==> src/rtl/sbm_pkg.sv <==
package sbm_pkg;
  localparam int FIELD_W       = 2;
  localparam int MIN_BUF_BYTES = 1024;

  typedef enum logic {
    DIR_TX = 1'b0,
    DIR_RX = 1'b1
  } sbm_dir_e;
endpackage

==> src/rtl/sbm_partition.sv <==
module sbm_partition
  import sbm_pkg::*;
#(
  parameter int             NSOCK  = 4,
  parameter int             AW     = 16,
  parameter logic [AW-1:0]  START  = 16'h4000,
  parameter int             REGION = 8192
) (
  input  logic [FIELD_W*NSOCK-1:0]  cfg,
  output logic [NSOCK-1:0][AW-1:0]  base,
  output logic [NSOCK-1:0][AW-1:0]  size
);
  localparam int            RW    = AW + 3;
  localparam logic [RW-1:0] END_R = RW'(START) + RW'(REGION);

  logic [NSOCK-1:0][RW-1:0] run;

  assign run[0] = RW'(START);

  for (genvar g = 0; g < NSOCK; g++) begin : g_slot
    logic [AW-1:0] req;
    logic          fits;
    assign req     = AW'(MIN_BUF_BYTES) << cfg[g*FIELD_W +: FIELD_W];
    assign fits    = run[g] < END_R;
    assign size[g] = fits ? req : '0;
    assign base[g] = fits ? run[g][AW-1:0] : END_R[AW-1:0];
    if (g < NSOCK - 1) begin : g_chain
      assign run[g+1] = run[g] + RW'(size[g]);
    end
  end
endmodule

==> src/rtl/sbm_occupancy.sv <==
module sbm_occupancy #(
  parameter int AW = 16
) (
  input  logic [AW-1:0] size,
  input  logic [AW-1:0] rd_ptr,
  input  logic [AW-1:0] wr_ptr,
  output logic [AW-1:0] present,
  output logic [AW-1:0] room
);
  logic [AW-1:0] mask;

  always_comb begin
    mask    = size - AW'(1);
    present = (size == '0) ? '0 : ((wr_ptr - rd_ptr) & mask);
    room    = size - present;
  end
endmodule

==> src/rtl/sockbuf_map.sv <==
module sockbuf_map
  import sbm_pkg::*;
#(
  parameter int            NSOCK       = 4,
  parameter int            AW          = 16,
  parameter logic [AW-1:0] TX_START    = 16'h4000,
  parameter logic [AW-1:0] RX_START    = 16'h6000,
  parameter int            REGION      = 8192,
  parameter logic [AW-1:0] RX_CFG_ADDR = 16'h001A,
  parameter logic [AW-1:0] TX_CFG_ADDR = 16'h001B,
  parameter logic [31:0]   CFG_RESET   = 32'h55,
  localparam int           CFG_W       = FIELD_W * NSOCK,
  localparam int           SEL_W       = $clog2(NSOCK)
) (
  input  logic                clk,
  input  logic                rst_n,
  input  logic                cfg_we,
  input  logic [AW-1:0]       cfg_addr,
  input  logic [CFG_W-1:0]    cfg_wdata,
  input  logic [NSOCK*AW-1:0] tx_rd_ptr,
  input  logic [NSOCK*AW-1:0] tx_wr_ptr,
  input  logic [NSOCK*AW-1:0] rx_rd_ptr,
  input  logic [NSOCK*AW-1:0] rx_wr_ptr,
  input  logic [NSOCK-1:0]    recv_cmd,
  input  logic [SEL_W-1:0]    xlat_sel,
  input  logic                xlat_rx,
  input  logic [AW-1:0]       xlat_ptr,
  output logic [NSOCK*AW-1:0] tx_base,
  output logic [NSOCK*AW-1:0] tx_size,
  output logic [NSOCK*AW-1:0] rx_base,
  output logic [NSOCK*AW-1:0] rx_size,
  output logic [NSOCK*AW-1:0] tx_free,
  output logic [NSOCK*AW-1:0] rx_rsr,
  output logic [AW-1:0]       xlat_addr
);
  localparam logic [AW-1:0] TX_END = TX_START + AW'(REGION);
  localparam logic [AW-1:0] RX_END = RX_START + AW'(REGION);

  logic [CFG_W-1:0] tx_cfg_q, tx_cfg_d, rx_cfg_q, rx_cfg_d;
  logic [NSOCK-1:0][AW-1:0] tx_base_w, tx_size_w, rx_base_w, rx_size_w;
  logic [NSOCK-1:0][AW-1:0] tx_present_w, tx_room_w, rx_present_w, rx_room_w;
  logic [NSOCK-1:0][AW-1:0] rsr_q, rsr_d;

  // configuration registers: next state
  always_comb begin
    tx_cfg_d = tx_cfg_q;
    rx_cfg_d = rx_cfg_q;
    if (cfg_we && cfg_addr == TX_CFG_ADDR) tx_cfg_d = cfg_wdata;
    if (cfg_we && cfg_addr == RX_CFG_ADDR) rx_cfg_d = cfg_wdata;
  end

  always_ff @(posedge clk or negedge rst_n) begin
    if (!rst_n) begin
      tx_cfg_q <= CFG_W'(CFG_RESET);
      rx_cfg_q <= CFG_W'(CFG_RESET);
    end else begin
      tx_cfg_q <= tx_cfg_d;
      rx_cfg_q <= rx_cfg_d;
    end
  end

  sbm_partition #(.NSOCK(NSOCK), .AW(AW), .START(TX_START), .REGION(REGION)) u_tx_part (
    .cfg(tx_cfg_q), .base(tx_base_w), .size(tx_size_w));

  sbm_partition #(.NSOCK(NSOCK), .AW(AW), .START(RX_START), .REGION(REGION)) u_rx_part (
    .cfg(rx_cfg_q), .base(rx_base_w), .size(rx_size_w));

  for (genvar g = 0; g < NSOCK; g++) begin : g_sock
    sbm_occupancy #(.AW(AW)) u_tx_occ (
      .size(tx_size_w[g]), .rd_ptr(tx_rd_ptr[g*AW +: AW]), .wr_ptr(tx_wr_ptr[g*AW +: AW]),
      .present(tx_present_w[g]), .room(tx_room_w[g]));
    sbm_occupancy #(.AW(AW)) u_rx_occ (
      .size(rx_size_w[g]), .rd_ptr(rx_rd_ptr[g*AW +: AW]), .wr_ptr(rx_wr_ptr[g*AW +: AW]),
      .present(rx_present_w[g]), .room(rx_room_w[g]));

    assign tx_base[g*AW +: AW] = tx_base_w[g];
    assign tx_size[g*AW +: AW] = tx_size_w[g];
    assign rx_base[g*AW +: AW] = rx_base_w[g];
    assign rx_size[g*AW +: AW] = rx_size_w[g];
    assign tx_free[g*AW +: AW] = tx_room_w[g];
    assign rx_rsr[g*AW +: AW]  = rsr_q[g];

    // every slice size is zero or a single power of two
    p_pow2_size_r3: assert property (@(posedge clk) disable iff (!rst_n)
      $onehot0(tx_size_w[g]) && $onehot0(rx_size_w[g]));
    // collapsed sockets sit at the window end
    p_zero_at_end_r5: assert property (@(posedge clk) disable iff (!rst_n)
      (tx_size_w[g] == '0) |-> (tx_base_w[g] == TX_END));
    p_rx_zero_at_end_r5: assert property (@(posedge clk) disable iff (!rst_n)
      (rx_size_w[g] == '0) |-> (rx_base_w[g] == RX_END));
    // counts never exceed the slice
    p_count_bound_r6: assert property (@(posedge clk) disable iff (!rst_n)
      (tx_room_w[g] <= tx_size_w[g]) && (tx_present_w[g] <= tx_size_w[g])
      && (rx_room_w[g] <= rx_size_w[g]));
    // received size only moves on a receive command
    p_rsr_hold_r7: assert property (@(posedge clk) disable iff (!rst_n)
      !recv_cmd[g] |=> $stable(rsr_q[g]));
    if (g > 0) begin : g_chain_chk
      // a live slice begins where its predecessor ends
      p_chain_r4: assert property (@(posedge clk) disable iff (!rst_n)
        (rx_size_w[g] != '0) |-> (rx_base_w[g] == rx_base_w[g-1] + rx_size_w[g-1]));
    end
  end

  // received-size registers: next state with explicit enable
  always_comb begin
    for (int i = 0; i < NSOCK; i++) begin
      rsr_d[i] = recv_cmd[i] ? rx_present_w[i] : rsr_q[i];
    end
  end

  always_ff @(posedge clk or negedge rst_n) begin
    if (!rst_n) rsr_q <= '0;
    else        rsr_q <= rsr_d;
  end

  // pointer to physical address
  logic [AW-1:0] xl_base, xl_size;
  always_comb begin
    if (sbm_dir_e'(xlat_rx) == DIR_RX) begin
      xl_base = rx_base_w[xlat_sel];
      xl_size = rx_size_w[xlat_sel];
    end else begin
      xl_base = tx_base_w[xlat_sel];
      xl_size = tx_size_w[xlat_sel];
    end
    xlat_addr = (xl_size == '0) ? xl_base : xl_base + (xlat_ptr & (xl_size - AW'(1)));
  end

  // size registers change only on a matching write
  p_cfg_hold_r2: assert property (@(posedge clk) disable iff (!rst_n)
    !(cfg_we && (cfg_addr == TX_CFG_ADDR || cfg_addr == RX_CFG_ADDR))
      |=> ($stable(tx_cfg_q) && $stable(rx_cfg_q)));
  // translated address stays within the chosen slice
  p_xlat_range_r8: assert property (@(posedge clk) disable iff (!rst_n)
    (xl_size != '0) |-> (xlat_addr >= xl_base && (xlat_addr - xl_base) < xl_size));
endmodule

==> config.mk <==
export PLATFORM = sky130hd
export DESIGN_NAME = sockbuf_map
export DESIGN_NICKNAME = d
export VERILOG_FILES = /design/src/rtl/sbm_pkg.sv /design/src/rtl/sbm_partition.sv /design/src/rtl/sbm_occupancy.sv /design/src/rtl/sockbuf_map.sv
export SDC_FILE = /design/constraint.sdc
export NUM_CORES = 1
export LEC_CHECK = 0
export CAP_MARGIN = 0
export CELL_PAD_IN_SITES_DETAIL_PLACEMENT = 1
export CELL_PAD_IN_SITES_GLOBAL_PLACEMENT = 1
export CORE_AREA = 2 2 275 277
export DETAILED_ROUTE_END_ITERATION = 8
export DIE_AREA = 0 0 277 279
export GPL_TIMING_DRIVEN = 0
export PLACE_DENSITY_LB_ADDON = 0.1
export REMOVE_ABC_BUFFERS = 1
export SLEW_MARGIN = 10
export SYNTH_ARGS = -nofsm -noshare
export SYNTH_HDL_FRONTEND = slang
export SYNTH_SLANG_ARGS = --single-unit
==> constraint.sdc <==
create_clock -name clk -period 12.15 [get_ports clk]
set_input_delay 2.43 -clock clk [delete_from_list [all_inputs] [get_ports clk]]
set_output_delay 2.43 -clock clk [all_outputs]
set_load 0.005 [all_outputs]
# [Yosys cells after proc, flatten, opt, wreduce, memory -nomap -nowiden]
# Cells that the tools add are included.
[totals] reg_bits=80 wordCells=102
[op_classes] n_mux=31 n_lt_le_gt_ge=7 n_addsub=28 n_eq_ne=2 shift=8 n_bitwise=9 reduce_logical=11
[op_table] op="$mux 16" n=27
[op_table] op="$sub 16x16->16" n=12
[op_table] op="$and 16x16->16" n=9
[op_table] op="$logic_not 16->1" n=9
[op_table] op="$sub 16x1->16 const B" n=9
[op_table] op="$bmux 16 s2" n=4
[op_table] op="$shl 11x2->16 const A" n=8
[op_table] op="$add 19x16->19" n=4
[op_table] op="$lt 19x15->1 const B" n=3
[op_table] op="$lt 19x16->1 const B" n=3
[op_table] op="$add 15x16->17 const A" n=2
[op_table] op="$eq 16x5->1 const B" n=2
[op_table] op="$add 16x16->16" n=1
[op_table] op="$lt 2x3->1 const B" n=1
[op_table] op="$logic_and 1x1->1" n=2

# [Depth between registers and ports, before layout]
[depth] word_depth=17 ltp_mapped=36 ltp_nobuf=33

# [Modules after synthesis]
# From an unflattened synthesis, not the netlist that was laid out.
[hier_totals] hier_cells=3085 area_unflattened_um2=24320.8
[by_module_without_submodules] mod="sbm_occupancy at g_sock[0].u_rx_occ ..." cells_per_inst=274 area_per_inst_um2=1884.3 instances=6
[by_module_without_submodules] mod="sockbuf_map" cells_per_inst=521 area_per_inst_um2=6409.9 instances=1
[by_module_without_submodules] mod="sbm_occupancy at g_sock[3].u_tx_occ" cells_per_inst=288 area_per_inst_um2=2000.7 instances=1
[by_module_without_submodules] mod="sbm_occupancy at g_sock[0].u_tx_occ" cells_per_inst=275 area_per_inst_um2=1906.8 instances=1
[by_module_without_submodules] mod="sbm_partition at u_tx_part" cells_per_inst=180 area_per_inst_um2=1362.6 instances=1
[by_module_without_submodules] mod="sbm_partition at u_rx_part" cells_per_inst=177 area_per_inst_um2=1335.0 instances=1

# [Worst setup path after synthesis]
# Ideal clock, no wire load.
[synth_timing] path_type="reg2out" start="register tx_cfg_q[1]" end="output tx_free[63]" required_ps=9720 path_stages_with_launch=33 setup_slack_ps=2847 arrival_ps=6873 path_cell_list="dfrtp_1 ha_1 clkbuf_1 or3_1 inv_1 ha_1 ha_1 nand4bb_1 a21oi_1 nor2_1 o21ai_1 clkbuf_1 nor2b_1 nand2b_1 inv_1 ha_1 inv_1 fa_1 nand2b_1 a31oi_1 and3b_1 o31a_1 nor2_1 or3_1 ha_1 and2_1 clkbuf_1 or3_1 ha_1 or2_2 or4_1 a31oi_1 xnor2_1"
[synth_via] elab_chain_len=14 word_cells_on_any_way=15 classes_between="5 x add/sub; 3 x order compare; 1 x shift; 4 x mux; 1 x bitwise; 1 x reduce/logical"
[synth_lines] item="from (decl)" line_no="sockbuf_map.sv:39" text="logic [CFG_W-1:0] tx_cfg_q, tx_cfg_d, rx_cfg_q, rx_cfg_d;"
[synth_lines] item="from (signal assigned)" line_no="sockbuf_map.sv:54" text="tx_cfg_q <= CFG_W'(CFG_RESET);"
[synth_lines] item="from (signal assigned)" line_no="sockbuf_map.sv:57" text="tx_cfg_q <= tx_cfg_d;"
[synth_lines] item="$shl 11x2->16 *" line_no="sbm_partition.sv:23" text="assign req = AW'(MIN_BUF_BYTES) << cfg[g*FIELD_W +: FIELD_W];"
[synth_lines] item="$add 15x16->17 *" line_no="sbm_partition.sv:28" text="assign run[g+1] = run[g] + RW'(size[g]);"
[synth_lines] item="$lt 19x15->1 *" line_no="sbm_partition.sv:24" text="assign fits = run[g] < END_R;"
[synth_lines] item="$mux 16 *" line_no="sbm_partition.sv:25" text="assign size[g] = fits ? req : '0;"
[synth_lines] item="named net tx_size[26]" line_no="sockbuf_map.sv:29" text="output logic [NSOCK*AW-1:0] tx_size,"
[synth_lines] item="$add 19x16->19 *" line_no="sbm_partition.sv:28"
[synth_lines] item="$lt 19x15->1 *" line_no="sbm_partition.sv:24"
[synth_lines] item="$mux 16 *" line_no="sbm_partition.sv:25"
[synth_lines] item="named net tx_size[42]" line_no="sockbuf_map.sv:29"
[synth_lines] item="$add 19x16->19 *" line_no="sbm_partition.sv:28"
[synth_lines] item="$lt 19x15->1 *" line_no="sbm_partition.sv:24"
[synth_lines] item="$mux 16 *" line_no="sbm_partition.sv:25"
[synth_lines] item="$sub 16x1->16" line_no="sbm_occupancy.sv:13" text="mask = size - AW'(1);"
[synth_lines] item="$and 16x16->16" line_no="sbm_occupancy.sv:14" text="present = (size == '0) ? '0 : ((wr_ptr - rd_ptr) & mask);"
[synth_lines] item="$mux 16" line_no="sbm_occupancy.sv:14"
[synth_lines] item="$sub 16x16->16 *" line_no="sbm_occupancy.sv:15" text="room = size - present;"
[synth_lines] item="to (decl)" line_no="sockbuf_map.sv:32" text="output logic [NSOCK*AW-1:0] tx_free,"
# The timed path passes the listed nets; every way through them passes the cells marked *.

# [Final worst setup path]
[layout_timing] start="register tx_cfg_q[1]" end="output xlat_addr[15]"
[layout_via] elab_chain_len=17 word_cells_on_any_way=24 classes_between="5 x add/sub; 3 x order compare; 1 x shift; 13 x mux; 1 x bitwise; 1 x reduce/logical"
[layout_lines] item="$shl 11x2->16 *" line_no="sbm_partition.sv:23"
[layout_lines] item="$add 15x16->17" line_no="sbm_partition.sv:28"
[layout_lines] item="$lt 19x15->1" line_no="sbm_partition.sv:24"
[layout_lines] item="$mux 16" line_no="sbm_partition.sv:25"
[layout_lines] item="$add 19x16->19" line_no="sbm_partition.sv:28"
[layout_lines] item="$lt 19x15->1" line_no="sbm_partition.sv:24"
[layout_lines] item="$mux 16" line_no="sbm_partition.sv:25"
[layout_lines] item="$add 19x16->19" line_no="sbm_partition.sv:28"
[layout_lines] item="$lt 19x15->1" line_no="sbm_partition.sv:24"
[layout_lines] item="$mux 16" line_no="sbm_partition.sv:25"
[layout_lines] item="$bmux 16 s2" line_no="sockbuf_map.sv:125" text="xl_size = tx_size_w[xlat_sel];"
[layout_lines] item="$mux 16 (not written as such)" line_no="sockbuf_map.sv:125"
[layout_lines] item="$mux 16" line_no="sockbuf_map.sv:120" text="if (sbm_dir_e'(xlat_rx) == DIR_RX) begin"
[layout_lines] item="$sub 16x1->16" line_no="sockbuf_map.sv:127" text="xlat_addr = (xl_size == '0) ? xl_base : xl_base + (xlat_ptr & (xl_size - AW'(1)));"
[layout_lines] item="$and 16x16->16" line_no="sockbuf_map.sv:127"
[layout_lines] item="$add 16x16->16" line_no="sockbuf_map.sv:127"
[layout_lines] item="$mux 16 *" line_no="sockbuf_map.sv:127"
[layout_lines] item="to (decl)" line_no="sockbuf_map.sv:34" text="output logic [AW-1:0] xlat_addr"
# Mark *: on every way between the ends. The rest lies on a longest branch, timed or not. The select of a mux whose other input is x is not followed.

==> results.md <==
- First drt pass iteration count: 4
- Max-slew violations: 0
- RePlAce Congestion: 0.810
- Worst path most repeated cell: ha_1
- Post-layout util: 26.9%
- Main flop type after synthesis: dfrtp_1
- Post-DP HPWL: 54400 um
- Fillers: 8990
- Rel. slew slack: 16.6%
- Avg Inst Size Synth: 7.62 um^2
- Status: completed
- P per Cell Area: 65.6 nW/um^2
- DIE AREA: 77300 um^2
- Max-cap violations: 0
- Post-synth top area share: 15.1%
- Initial antenna violation count: 8
- Crit path max-delay family: simple AND/OR/NAND/NOR gates
- Switching pwr: 476 uW
- Vias: 14327
- Final hold violation count: 0
- Crit-path max cell delay: 0.63 ns
- Clock Sinks: 80
- CTS tree: done
- Distinct cells, synth: 96
- Mapped Area: 14200 um^2
- Setup Total Neg Slack: 0 ns
- Post-Route WL: 62200 um
- Leading area contributor after synthesis: ha_1
- Combinational share of power: 55.0%
- DR vias/cell: 4.32
- Worst Skew: 0.0153 ns
- Startpoint Class: flip-flop
- Top cells by area, synth: ha_1 15%, dfrtp_1 13%, buf_4 11%
- Reg clk slew, reported paths: 0.06 ns
- Post-synthesis sequential area ratio: 14.2%
- Clock latency on the worst-skew pair: 0.35 ns
- Row count: 100
- CTS Root Cell: clkbuf_16
- Most frequent cell after synthesis: inv_1
- Congestion Overflow GR: 0
- I/O pins: 706
- Layout area overhead: 40.6%
- Switch share: 36.5%
- CTS Buf Count: 9
- # DRC: 0
- P_int: 830 uW
- VDD IR max: 0.0000560 V
- CP max stage cell: clkdlybuf4s50_1
- Worst Setup End Kind: output port
- Actual slew at the worst max-slew pin: 1.25 ns
- Final ANT Viol Nets: 0
- Fin nets: 2826
- Crit path DAT: 9.03 ns
- Synthesis warning total: 0
- Initial Utilization: 19.1%
- CTS Hold Bufs: 0
- Largest net degree at the start of global routing: 47
- CORE AREA: 74100 um^2
- Drt initial violations: 444
- WHS: 0.493 ns
- Worst Path Buf+Inv: 4
- WP data required: 9.72 ns
- Post-synthesis register bit count: 80
- Post-synth top cells: 231 x inv_1, 200 x buf_4, 171 x ha_1, 122 x nor2_1, 102 x nand2_1
- Worst hold path type: reg2reg
- Fraction of layout cells with a size suffix above 1: 4.06%
- Clock buffer depth: 2
- Area of the multi-input gates: 10300 um^2
- FMAX: 87.2 MHz
- Final setup violation count: 0
- Number of buffers added on ports: 511
- Worst Setup Path Type: reg2out
- Post-synth EDFFs: 0
- Register-to-register setup slack: 5.78 ns
- Minimum clock period: 11.46 ns
- Fraction of registers with async set/reset: 100%
- Critical path fanouts, max: 14
- Gate Count Post-Synth: 1860
- Sequential share of power: 23.5%
- Total GRT Usage: 15.3%
- Max H-tree Level: 3
- Die width: 277 um
- Period Utilization, post-route: 94.4%
- Clock power frac: 21.6%
- Leakage: 8.95 nW
- Die Height: 279 um
- RSZ-0062 raised after global routing: false
- Wirelength per Cell: 18.7 um
- Global-route wire length before repair: 92000 um
- Vias in the first global route: 15072
- Reg area: 2010 um^2
[per-stage QoR]
stage          total power, mW  instance area, um^2  std cells  setup WS, ns
2_1_floorplan            0.669                13200       1812          3.02
3_3_place_gp              1.03                19600       3292         0.666
3_5_place_dp              1.04                19600       3295         0.565
4_1_cts                   1.33                19900       3311         0.144
5_1_grt                   1.41                19900       3318       0.00126
6_report                  1.31                19900       3318         0.686
[layout make-up]
| class | instances | share of cell area, % |
|---|---|---|
| Multi-Input combinational cell | 1495 | 51.9 |
| Timing Repair Buffer | 514 | 25.8 |
| Sequential cell | 80 | 10.1 |
| Tap cell | 969 | 6.08 |
| Inverter | 237 | 4.49 |
| Clock buffer | 11 | 1.22 |
| Clock inverter | 5 | 0.283 |
| Antenna cell | 7 | 0.0879 |
[cell families (layout without fill, tap and decap cells)]
| logic type | after synthesis | after routing | synth area share (%) |
|---|---|---|---|
| flip-flops | 80 | 80 | 14.2 |
| other | 2 | 199 | 0.0530 |
| buffers and inverters | 475 | 767 | 18.0 |
| adder cells (fa/ha/maj) | 183 | 183 | 16.8 |
| XOR/XNOR | 142 | 142 | 8.77 |
| AND/OR/NAND/NOR | 513 | 513 | 18.7 |
| AO/OA/AOI/OAI | 432 | 432 | 20.7 |
| multiplexers | 33 | 33 | 2.81 |
[timing repair]
action / in CTS / in global routing
endpoints found under the hold margin: 0 / 0
endpoints found under the setup margin: 0 / 5
setup buffers: 0 / 0
resized for setup: 0 / 2
[flip-flops by register name (all words and copies together), names as in the netlist]
| name | flops |
|---|---|
| rx_cfg_q | 8 |
| rx_rsr | 64 |
| tx_cfg_q | 8 |
[worst paths after layout]
check | cells after the start | startpoint | to
setup / recovery | 32 | tx_cfg_q[1] | xlat_addr[15]
hold / removal | 2 | rx_rsr[46] | rx_rsr[46]
setup reg to reg | 18 | rx_cfg_q[0] | rx_rsr[58]
hold reg to reg | 2 | rx_rsr[46] | rx_rsr[46]
max in group asynchronous | 2 | rst_n | tx_cfg_q[6]
min in group asynchronous | 1 | rst_n | rx_rsr[18]
[worst reg2reg max path, stage by stage, from the launching register on]
cell and delay (ns):
dfstp_2 0.58, and2_1 0.56, inv_1 0.40, and3_1 0.39
ha_1 0.30, a21o_1 0.18, a211oi_2 0.45, nand2_1 0.28
nor2_1 0.30, ha_1 0.32, a21o_1 0.19, or3_1 0.31
or4_4 0.47, a21oi_4 0.26, nand2_1 0.14, ha_1 0.24
nand2_1 0.11, nand2_1 0.34, o32ai_1 0.43
[metal layers]
layer	up-vias	share of wire [%]	track usage, %
met5	-	0.021	0
met4	2	2.0	4.58
met3	44	5.2	3.05
met2	335	51	27.8
met1	6926	41	18.1
li1	7020	-	-
[cell usage in the layout, fill, tap and decap left out, types with 38 or more instances in the layout]
cell / n
nor2_1: 122
a21oi_1: 86
nand2_1: 102
clkdlybuf4s50_1: 510
xor2_1: 63
o21ai_0: 77
conb_1: 192
nor2b_1: 38
dfrtp_1: 72
inv_1: 231
ha_1: 171
nor3_1: 51
xnor2_1: 79
[power groups by stage]
stage	clock network (mW)	registers [mW]	logic [mW]
final	0.282	0.307	0.718
after global routing	0.305	0.310	0.795
after CTS	0.296	0.307	0.730
after detailed placement	0	0.312	0.725
after global placement	0	0.311	0.718
after floorplan	0	0.312	0.357
(Power assumes the default switching activity.)
